==> src/rtl/pnp_cfg_pkg.sv <==
package pnp_cfg_pkg;
  // Fixed bus locations (12-bit compare)
  localparam int INDEX_LOC = 'h279;
  localparam int WDATA_LOC = 'hA79;
  // Register indices with side effects
  localparam int RDLOC_IDX  = 'h00;
  localparam int SELECT_IDX = 'h06;

  typedef struct packed {
    logic index_wr;   // write strobe at index location
    logic data_wr;    // write strobe at data-write location
    logic data_rd;    // read strobe at enabled read location
  } port_hit_t;
endpackage

==> src/rtl/pnp_port_decode.sv <==
module pnp_port_decode
  import pnp_cfg_pkg::*;
#(
  parameter int AW = 12,
  parameter int DW = 8
) (
  input  logic          clk,
  input  logic          rst_n,
  input  logic [AW-1:0] io_addr,
  input  logic [DW-1:0] io_wdata,
  input  logic          io_rd,
  input  logic          io_wr,
  input  logic          rdloc_load,
  output port_hit_t     hit
);
  localparam int PAD = AW - DW - 2;

  logic [AW-1:0] rdloc_q;
  logic          rdloc_en_q;

  always_ff @(posedge clk or negedge rst_n) begin
    if (!rst_n) begin
      rdloc_q    <= '0;
      rdloc_en_q <= 1'b0;
    end else if (rdloc_load) begin
      rdloc_q    <= {{PAD{1'b0}}, io_wdata, 2'b11};
      rdloc_en_q <= 1'b1;
    end
  end

  always_comb begin
    hit.index_wr = io_wr && (io_addr == AW'(INDEX_LOC));
    hit.data_wr  = io_wr && (io_addr == AW'(WDATA_LOC));
    hit.data_rd  = io_rd && rdloc_en_q && (io_addr == rdloc_q);
  end
endmodule

==> src/rtl/pnp_card_sel.sv <==
module pnp_card_sel
  import pnp_cfg_pkg::*;
#(
  parameter int DW   = 8,
  parameter int IDXW = 8
) (
  input  logic            clk,
  input  logic            rst_n,
  input  port_hit_t       hit,
  input  logic [DW-1:0]   io_wdata,
  input  logic [DW-1:0]   card_handle,
  output logic [IDXW-1:0] idx,
  output logic            selected,
  output logic            reg_we,
  output logic            rdloc_load
);
  logic [IDXW-1:0] idx_q;
  logic            sel_q;
  logic            at_select;

  assign at_select = (idx_q == IDXW'(SELECT_IDX));

  always_ff @(posedge clk or negedge rst_n) begin
    if (!rst_n) begin
      idx_q <= '0;
      sel_q <= 1'b0;
    end else begin
      if (hit.index_wr)
        idx_q <= io_wdata[IDXW-1:0];
      if (hit.data_wr && at_select)
        sel_q <= (io_wdata == card_handle);
    end
  end

  assign reg_we     = hit.data_wr && sel_q && !at_select;
  assign rdloc_load = reg_we && (idx_q == IDXW'(RDLOC_IDX));
  assign idx        = idx_q;
  assign selected   = sel_q;
endmodule

==> src/rtl/pnp_cfg_regfile.sv <==
module pnp_cfg_regfile #(
  parameter int DW    = 8,
  parameter int DEPTH = 256,
  localparam int IDXW = $clog2(DEPTH)
) (
  input  logic            clk,
  input  logic            rst_n,
  input  logic            we,
  input  logic [IDXW-1:0] idx,
  input  logic [DW-1:0]   wdata,
  output logic [DW-1:0]   rdata
);
  logic [DW-1:0] mem [DEPTH];

  for (genvar i = 0; i < DEPTH; i++) begin : g_entry
    always_ff @(posedge clk or negedge rst_n) begin
      if (!rst_n)
        mem[i] <= '0;
      else if (we && (idx == IDXW'(i)))
        mem[i] <= wdata;
    end
  end

  assign rdata = mem[idx];
endmodule

==> src/rtl/pnp_cfg_port.sv <==
module pnp_cfg_port
  import pnp_cfg_pkg::*;
#(
  parameter int AW    = 12,
  parameter int DW    = 8,
  parameter int DEPTH = 256
) (
  input  logic          clk,
  input  logic          rst_n,
  input  logic [AW-1:0] io_addr,
  input  logic [DW-1:0] io_wdata,
  input  logic          io_rd,
  input  logic          io_wr,
  input  logic [DW-1:0] card_handle,
  output logic [DW-1:0] rd_data,
  output logic          rd_oe,
  output logic          card_sel
);
  localparam int IDXW = $clog2(DEPTH);

  port_hit_t       hit;
  logic [IDXW-1:0] cur_idx;
  logic            sel;
  logic            reg_we;
  logic            rdloc_load;
  logic [DW-1:0]   reg_rdata;
  logic            rd_grant;

  pnp_port_decode #(.AW(AW), .DW(DW)) u_dec (
    .clk(clk), .rst_n(rst_n), .io_addr(io_addr), .io_wdata(io_wdata),
    .io_rd(io_rd), .io_wr(io_wr), .rdloc_load(rdloc_load), .hit(hit)
  );

  pnp_card_sel #(.DW(DW), .IDXW(IDXW)) u_sel (
    .clk(clk), .rst_n(rst_n), .hit(hit), .io_wdata(io_wdata),
    .card_handle(card_handle), .idx(cur_idx), .selected(sel),
    .reg_we(reg_we), .rdloc_load(rdloc_load)
  );

  pnp_cfg_regfile #(.DW(DW), .DEPTH(DEPTH)) u_rf (
    .clk(clk), .rst_n(rst_n), .we(reg_we), .idx(cur_idx),
    .wdata(io_wdata), .rdata(reg_rdata)
  );

  assign rd_grant = hit.data_rd && sel;

  always_ff @(posedge clk or negedge rst_n) begin
    if (!rst_n) begin
      rd_oe   <= 1'b0;
      rd_data <= '0;
    end else begin
      rd_oe   <= rd_grant;
      rd_data <= rd_grant ? reg_rdata : '0;
    end
  end

  assign card_sel = sel;
endmodule

==> config.mk <==
export PLATFORM = sky130hd
export DESIGN_NAME = pnp_cfg_port
export DESIGN_NICKNAME = d
export VERILOG_FILES = /design/src/rtl/pnp_cfg_pkg.sv /design/src/rtl/pnp_port_decode.sv /design/src/rtl/pnp_card_sel.sv /design/src/rtl/pnp_cfg_regfile.sv /design/src/rtl/pnp_cfg_port.sv
export SDC_FILE = /design/constraint.sdc
export NUM_CORES = 2
export LEC_CHECK = 0
export BUFFER_PORTS_ARGS = -buffer_cell sky130_fd_sc_hd__buf_2
export CORE_MARGIN = 2
export CORE_UTILIZATION = 55
export DETAILED_ROUTE_END_ITERATION = 10
export PLACE_DENSITY_LB_ADDON = 0.05
export SLEW_MARGIN = 10
export SYNTH_ARGS = -nofsm -noshare
export SYNTH_HDL_FRONTEND = slang
export SYNTH_SLANG_ARGS = --single-unit
==> constraint.sdc <==
create_clock -name clk -period 3.6 [get_ports clk]
set_input_delay 0 -clock clk [delete_from_list [all_inputs] [get_ports clk]]
set_output_delay 0 -clock clk [all_outputs]
set_load 0.02 [all_outputs]
# Word-level counts from Yosys, hierarchy flattened
# Cells that the tools add are included.
# Widths: inputs -> output; s select.
[totals] rom_bits=0 n_memories=0 latchBits=0 output_inout_bits=10 word_cells=793 regBits=2077 ramBits=0
[classes] bitwise=1 multipliers=0 mux=4 addsub=0 n_eq_ne=259 magnitude_cmp=1 n_reduce_logical=266 div=0 n_shift=0
[ops] cell="$eq 8x8->1 const B" n=128
[ops] cell="$eq 8x7->1 const B" n=64
[ops] cell="$logic_and 1x1->1" n=264
[ops] cell="$eq 8x6->1 const B" n=32
[ops] cell="$eq 8x5->1 const B" n=16
[ops] cell="$bmux 8 s8" n=1
[ops] cell="$eq 8x4->1 const B" n=8
[ops] cell="$eq 8x3->1 const B" n=4
[ops] cell="$mux 8" n=3
[ops] cell="$eq 8x2->1 const B" n=2
[ops] cell="$eq 12x10->1" n=1
[ops] cell="$eq 12x10->1 const B" n=1
[ops] cell="$eq 12x12->1 const B" n=1
[ops] cell="$ge 9x9->1 const B" n=1
[ops] cell="$not 8->9" n=1
[ops] cell="$eq 8x1->1 const B" n=1
[ops] cell="$eq 8x8->1" n=1
[ops] cell="$logic_not 8->1" n=1
[ops] cell="$logic_not 1->1" n=1

# Depth between registers and ports, before layout
[depth] ltp_word=5 ltp_mapped=11 mapped_depth_nobuf=6

# Modules after synthesis
# From an unflattened synthesis, not the netlist that was laid out.
[hier_totals] cells_unflattened=5925 area_unflattened_um2=93596.0
[by_module_without_submodules] module="pnp_cfg_regfile" cells_each=5829 area_each_um2=92334.8 instances=1
[by_module_without_submodules] module="pnp_card_sel" cells_each=40 area_each_um2=500.5 instances=1
[by_module_without_submodules] module="pnp_port_decode" cells_each=38 area_each_um2=478.0 instances=1
[by_module_without_submodules] module="pnp_cfg_port" cells_each=18 area_each_um2=282.8 instances=1

# Worst setup path after synthesis
# No wires, ideal clock.
[synth_timing] kind="flip-flop to flip-flop" startpoint="reg u_sel.idx_q[0] (netlist: u_sel.idx[0])" endpoint="reg rd_data[0]" stages_incl_launch_ff=9 arrival_ns=2.437 setup_ns=0.135 period_less_slack_ns=2.572 setup_slack_ns=1.028 required_time_ns=3.465 path_buffers=3 path_cell_list="dfrtp_1 -> buf_2 -> buf_2 -> buf_1 -> mux4_2 -> a22oi_1 -> nand4_1 -> o31ai_1 -> nand4_1"
[synth_via] elab_chain_cells=5
[synth_rtl] item="start, declared" line="pnp_card_sel.sv:17" text="logic [IDXW-1:0] idx_q;"
[synth_rtl] item="start signal, assigned" line="pnp_card_sel.sv:29" text="idx_q <= io_wdata[IDXW-1:0];"
[synth_rtl] item="$not 8->9 (implied by the code)" line="pnp_cfg_regfile.sv:24" text="assign rdata = mem[idx];"
[synth_rtl] item="$bmux 8 s8" line="pnp_cfg_regfile.sv:24"
[synth_rtl] item="$mux 8 (implied by the code) (2 in a row)" line="pnp_cfg_regfile.sv:24"
[synth_rtl] item="$mux 8" line="pnp_cfg_port.sv:53" text="rd_data <= rd_grant ? reg_rdata : '0;"
[synth_rtl] item="end signal, assigned" line="pnp_cfg_port.sv:53"
[synth_rtl] item="end, declared" line="pnp_cfg_port.sv:15" text="output logic [DW-1:0] rd_data,"
# Every way passes these cells. The select of a mux whose other input is x is not followed.
# A chain may end at the register's enable or synchronous reset.

# Worst setup path in the final report
[layout_timing] startpoint="reg u_sel.idx_q[0] (netlist: u_sel.idx[0])" endpoint="reg rd_data[3]"
# The elaborated chain is that of the path after synthesis.

==> results by group <==
Detailed routing
  – Via count: 55.07k
  – Met2 Wirelength: 117.1 mm
  – Wire per inst: 29.80 µm
  – Highest metal used: met5
  – Vias per cell: 6.419
  – DRC viols: 0
  – Metal3 WL: 14.40 mm
  – DRT iter0 DRCs: 4,502
  – DRT Pass-1 Iters: 5
  – Final wirelength: 255.7 mm
  – Wire length on met1: 114.9 mm
  – Final ANT Viol Nets: 0

Global route
  – All-Layer GR Usage: 29.83%
  – Largest net degree at the start of global routing: 113
  – Initial antenna violation count: 8
  – GRT overflow: 0
  – Number of global-route vias before repair: 57.19k
  – Global-route wire length before repair: 387.2 mm

Worst setup path
  – CP Launch Type: register
  – CP cell instances: buf_4, nor2b_4, buf_4, a22oi_1, nand3_1, o2111ai_1, a22oi_1, buf_4, nand4_1
  – Crit path top cell by count: buf_4
  – Critical path capture point type: register
  – CP top delay family: compound AO/OA/AOI/OAI gates
  – Worst EP arrival: 4240 ps
  – Crit-path max FO: 23
  – CP Buf/Inv Count: 3
  – Crit Path Category: register to register
  – Crit path largest cell delay: 650 ps
  – Critical Path RT: 4290 ps
  – Slowest CP cell: dfrtp_4

Yosys
  – Yosys warnings: 0
  – Synth Area in Compound Gates: 2.756%
  – Asr flop ratio synth: 100.0%
  – Xor-xnor portion of the synthesized cell area: 0.1487%
  – Post-synth EDFFs: 0
  – Post-synthesis mux area share: 37.23%
  – Sequential area share after synthesis: 54.88%
  – Synth Area per Inst: 15.46 µm²
  – Area leader, netlist: dfrtp_1
  – Top cells by area, synth: dfrtp_1 55%, mux2_2 24%, mux4_2 11%, mux2i_1 1.9%, a22oi_1 1.3%
  – Largest family of logic cells by synthesized area: multiplexers
  – Synth Area in Adders: 0%
  – FF+latch count, synth: 2,067
  – Synth Area in Simple Gates: 2.954%
  – Top_reg_cell synth: dfrtp_1
  – Synth Net Count: 6,129
  – Synth cell types: 56
  – Mapped Area: 94,250 µm²
  – Cells after Synth: 6,097
  – Top cell type's share of synthesized area: 54.88%

Timing
  – Slew at the pin closest to its max-slew limit: 1104 ps
  – Final Skew: 32.26 ps
  – Slew margin rel.: 26.16%
  – Slew Viols, Final: 0
  – Unrepaired setup endpoints after global routing: false
  – Minimum clock period after layout: 3543 ps
  – Setup total negative slack: 0 ps
  – Final period util: 98.41%
  – Final Hold Viols: 0
  – Achievable frequency: 282.3 MHz
  – Final-report setup violation count: 0

Placed design
  – Gpl congestion: 0.9408
  – Port Buffer Count: 41
  – Dpl cell area: 98,330 µm²
  – Placed cell count: 8,165
  – Detailed Place HPWL: 165.7 mm

Pwr
  – Psw: 10,370 µW
  – Leakage: 0.05260 µW
  – Clock power share: 48.5%
  – Peak supply drop: 0.4197 mV
  – Sw Ratio: 21.84%
  – Total power per unit cell area: 447.9 nW/µm²
  – P_int: 37,130 µW
  – Logic gate share of total power: 2.6%
  – Power share of the sequential group: 48.9%

Die
  – Die Area: 174,700 µm²
  – Starting Density: 55.49%
  – Chip Width: 418.0 µm
  – FP Rows: 151
  – Core area: 169,800 µm²
  – Io pins: 42
  – Die height: 418.0 µm

Layout
  – Final #Nets: 6,221
  – Most frequent cells in the layout: 2,064 x dfrtp_1, 1,972 x mux2_2, 442 x mux4_2
  – Most common cell after layout, fill and taps aside: dfrtp_1
  – Final cell count without fillers: 8,580
  – Final instance area: 106,000 µm²
  – Layout cells sized above 1: 50.83%
  – Layout area overhead: 12.50%
  – Post-route core utilization: 62.43%

CTS
  – CTS Buf Count: 216
  – Root buf cell: clkbuf_16
  – Worst skew pair latency: 860 ps
  – Max Root-Sink Buffers: 3
  – Clock Sink Count: 2,067
  – Reg clk slew, reported paths: 60 ps
  – H-tree depth: 4
  – Post-CTS Setup Bufs: 0
  – CTS tree: built

Run status
  – Status: completed

Job
  – Max-Cap Viols: 0

Worst hold path
  – Hold WC Path Type: primary input to register
[synth_stat cells, types with 6 or more instances]
cell type	number
nor3_1	12
dfrtp_1	2067
mux4_2	442
mux2_2	1972
nand4_1	38
and2_1	6
nand3_1	39
a221oi_1	12
o2111ai_1	18
buf_1	36
nor2_2	49
o22ai_1	28
nor2_1	39
buf_2	103
clkbuf_1	313
o31ai_1	16
nor2_4	40
a22o_1	40
a21oi_1	15
nand2b_1	8
mux2i_1	179
nand2_1	211
o21a_1	11
mux2_1	101
buf_4	10
o211a_1	10
o21ai_0	10
o211ai_1	7
nand2_2	24
a22oi_1	158
a31oi_1	11
xnor2_1	16
nor2b_1	8
and3_1	7
[metal layers]
layer	vias to the layer above	GRT usage, %
met5	-	0
met2	1446	44.89
met4	4	10.31
li1	23066	-
met3	428	5.414
met1	30130	43.97
[registers in the layout, indices dropped and copies added, names as in the netlist]
signal	flops
rd_data	8
u_rf.mem	2048
u_dec.rdloc_q	1
u_sel.idx	8
u_sel.selected	1
rd_oe	1
[power by group through the flow]
stage	Sequential [µW]	Clock (µW)	Combinational (µW)
after global routing	23200	24400	1380
after floorplan	23700	0	381
after global placement	23700	0	1240
after CTS	23200	23400	1280
after detailed placement	23700	0	1250
final	23200	23000	1240
[cell families (layout without fill, tap and decap cells)]
kind of cell	Yosys count	count (layout)
AND/OR/NAND/NOR	510	510
buffers and inverters	466	726
multiplexers	2694	2694
flip-flops	2067	2067
AO/OA/AOI/OAI	344	344
XOR/XNOR	16	16
other	0	5
[path summary, 6_finish.rpt]
kind | start | endpoint | slack (ps) | cells after the start
setup / recovery | u_sel.idx[0]$_DFFE_PN0P_ | rd_data[3]$_DFF_PN0_ | 60 | 9
hold / removal | card_handle[6] | u_sel.selected$_DFFE_PN0P_ | 80 | 5
setup reg to reg | u_sel.idx[0]$_DFFE_PN0P_ | rd_data[3]$_DFF_PN0_ | 60 | 9
hold reg to reg | u_rf.mem[1995]$_DFFE_PN0P_ | u_rf.mem[1995]$_DFFE_PN0P_ | 370 | 0
max in group asynchronous | rst_n | u_rf.mem[994]$_DFFE_PN0P_ | 2720 | 3
min in group asynchronous | rst_n | u_rf.mem[1579]$_DFFE_PN0P_ | 200 | 3
[worst register-to-register path: cells and delay by family (launching register included)]
kind | cells | cell delay [ps]
simple gates | 3 | 740
compound gates | 3 | 1200
flops | 1 | 650
buf+inv | 3 | 820
[through the flow]
| step | setup WS [ps] | hold WS, ps | total power (µW) |
|---|---|---|---|
| 2_1_floorplan | 1028 | -295.6 | 24050 |
| 3_3_place_gp | -213.9 | 98.25 | 24900 |
| 3_5_place_dp | -203.1 | 96.34 | 24910 |
| 4_1_cts | 18.22 | 31.28 | 47960 |
| 5_1_grt | 22.54 | 85.50 | 49030 |
| 6_report | 57.40 | 84.54 | 47500 |
[timing repair]
action / in CTS / in global routing
hold buffers: 24 / 0
endpoints found under the hold margin: 2664 / 0
pin swaps: 0 / 1
resized for setup: 10 / 6
setup endpoints to repair: 8 / 5
[cell type report]
type / count / area (µm²)
Clock inverter: 69 / 893.4
Tap cell: 2218 / 2775
Clock buffer: 317 / 6442
Multi-Input combinational cell: 3564 / 40870
Timing Repair Buffer: 336 / 3288
Antenna cell: 5 / 12.51
Fill cell: 12721 / 63810
Sequential cell: 2067 / 51740
Inverter: 4 / 15.01
Power figures use the tool's default switching activity.
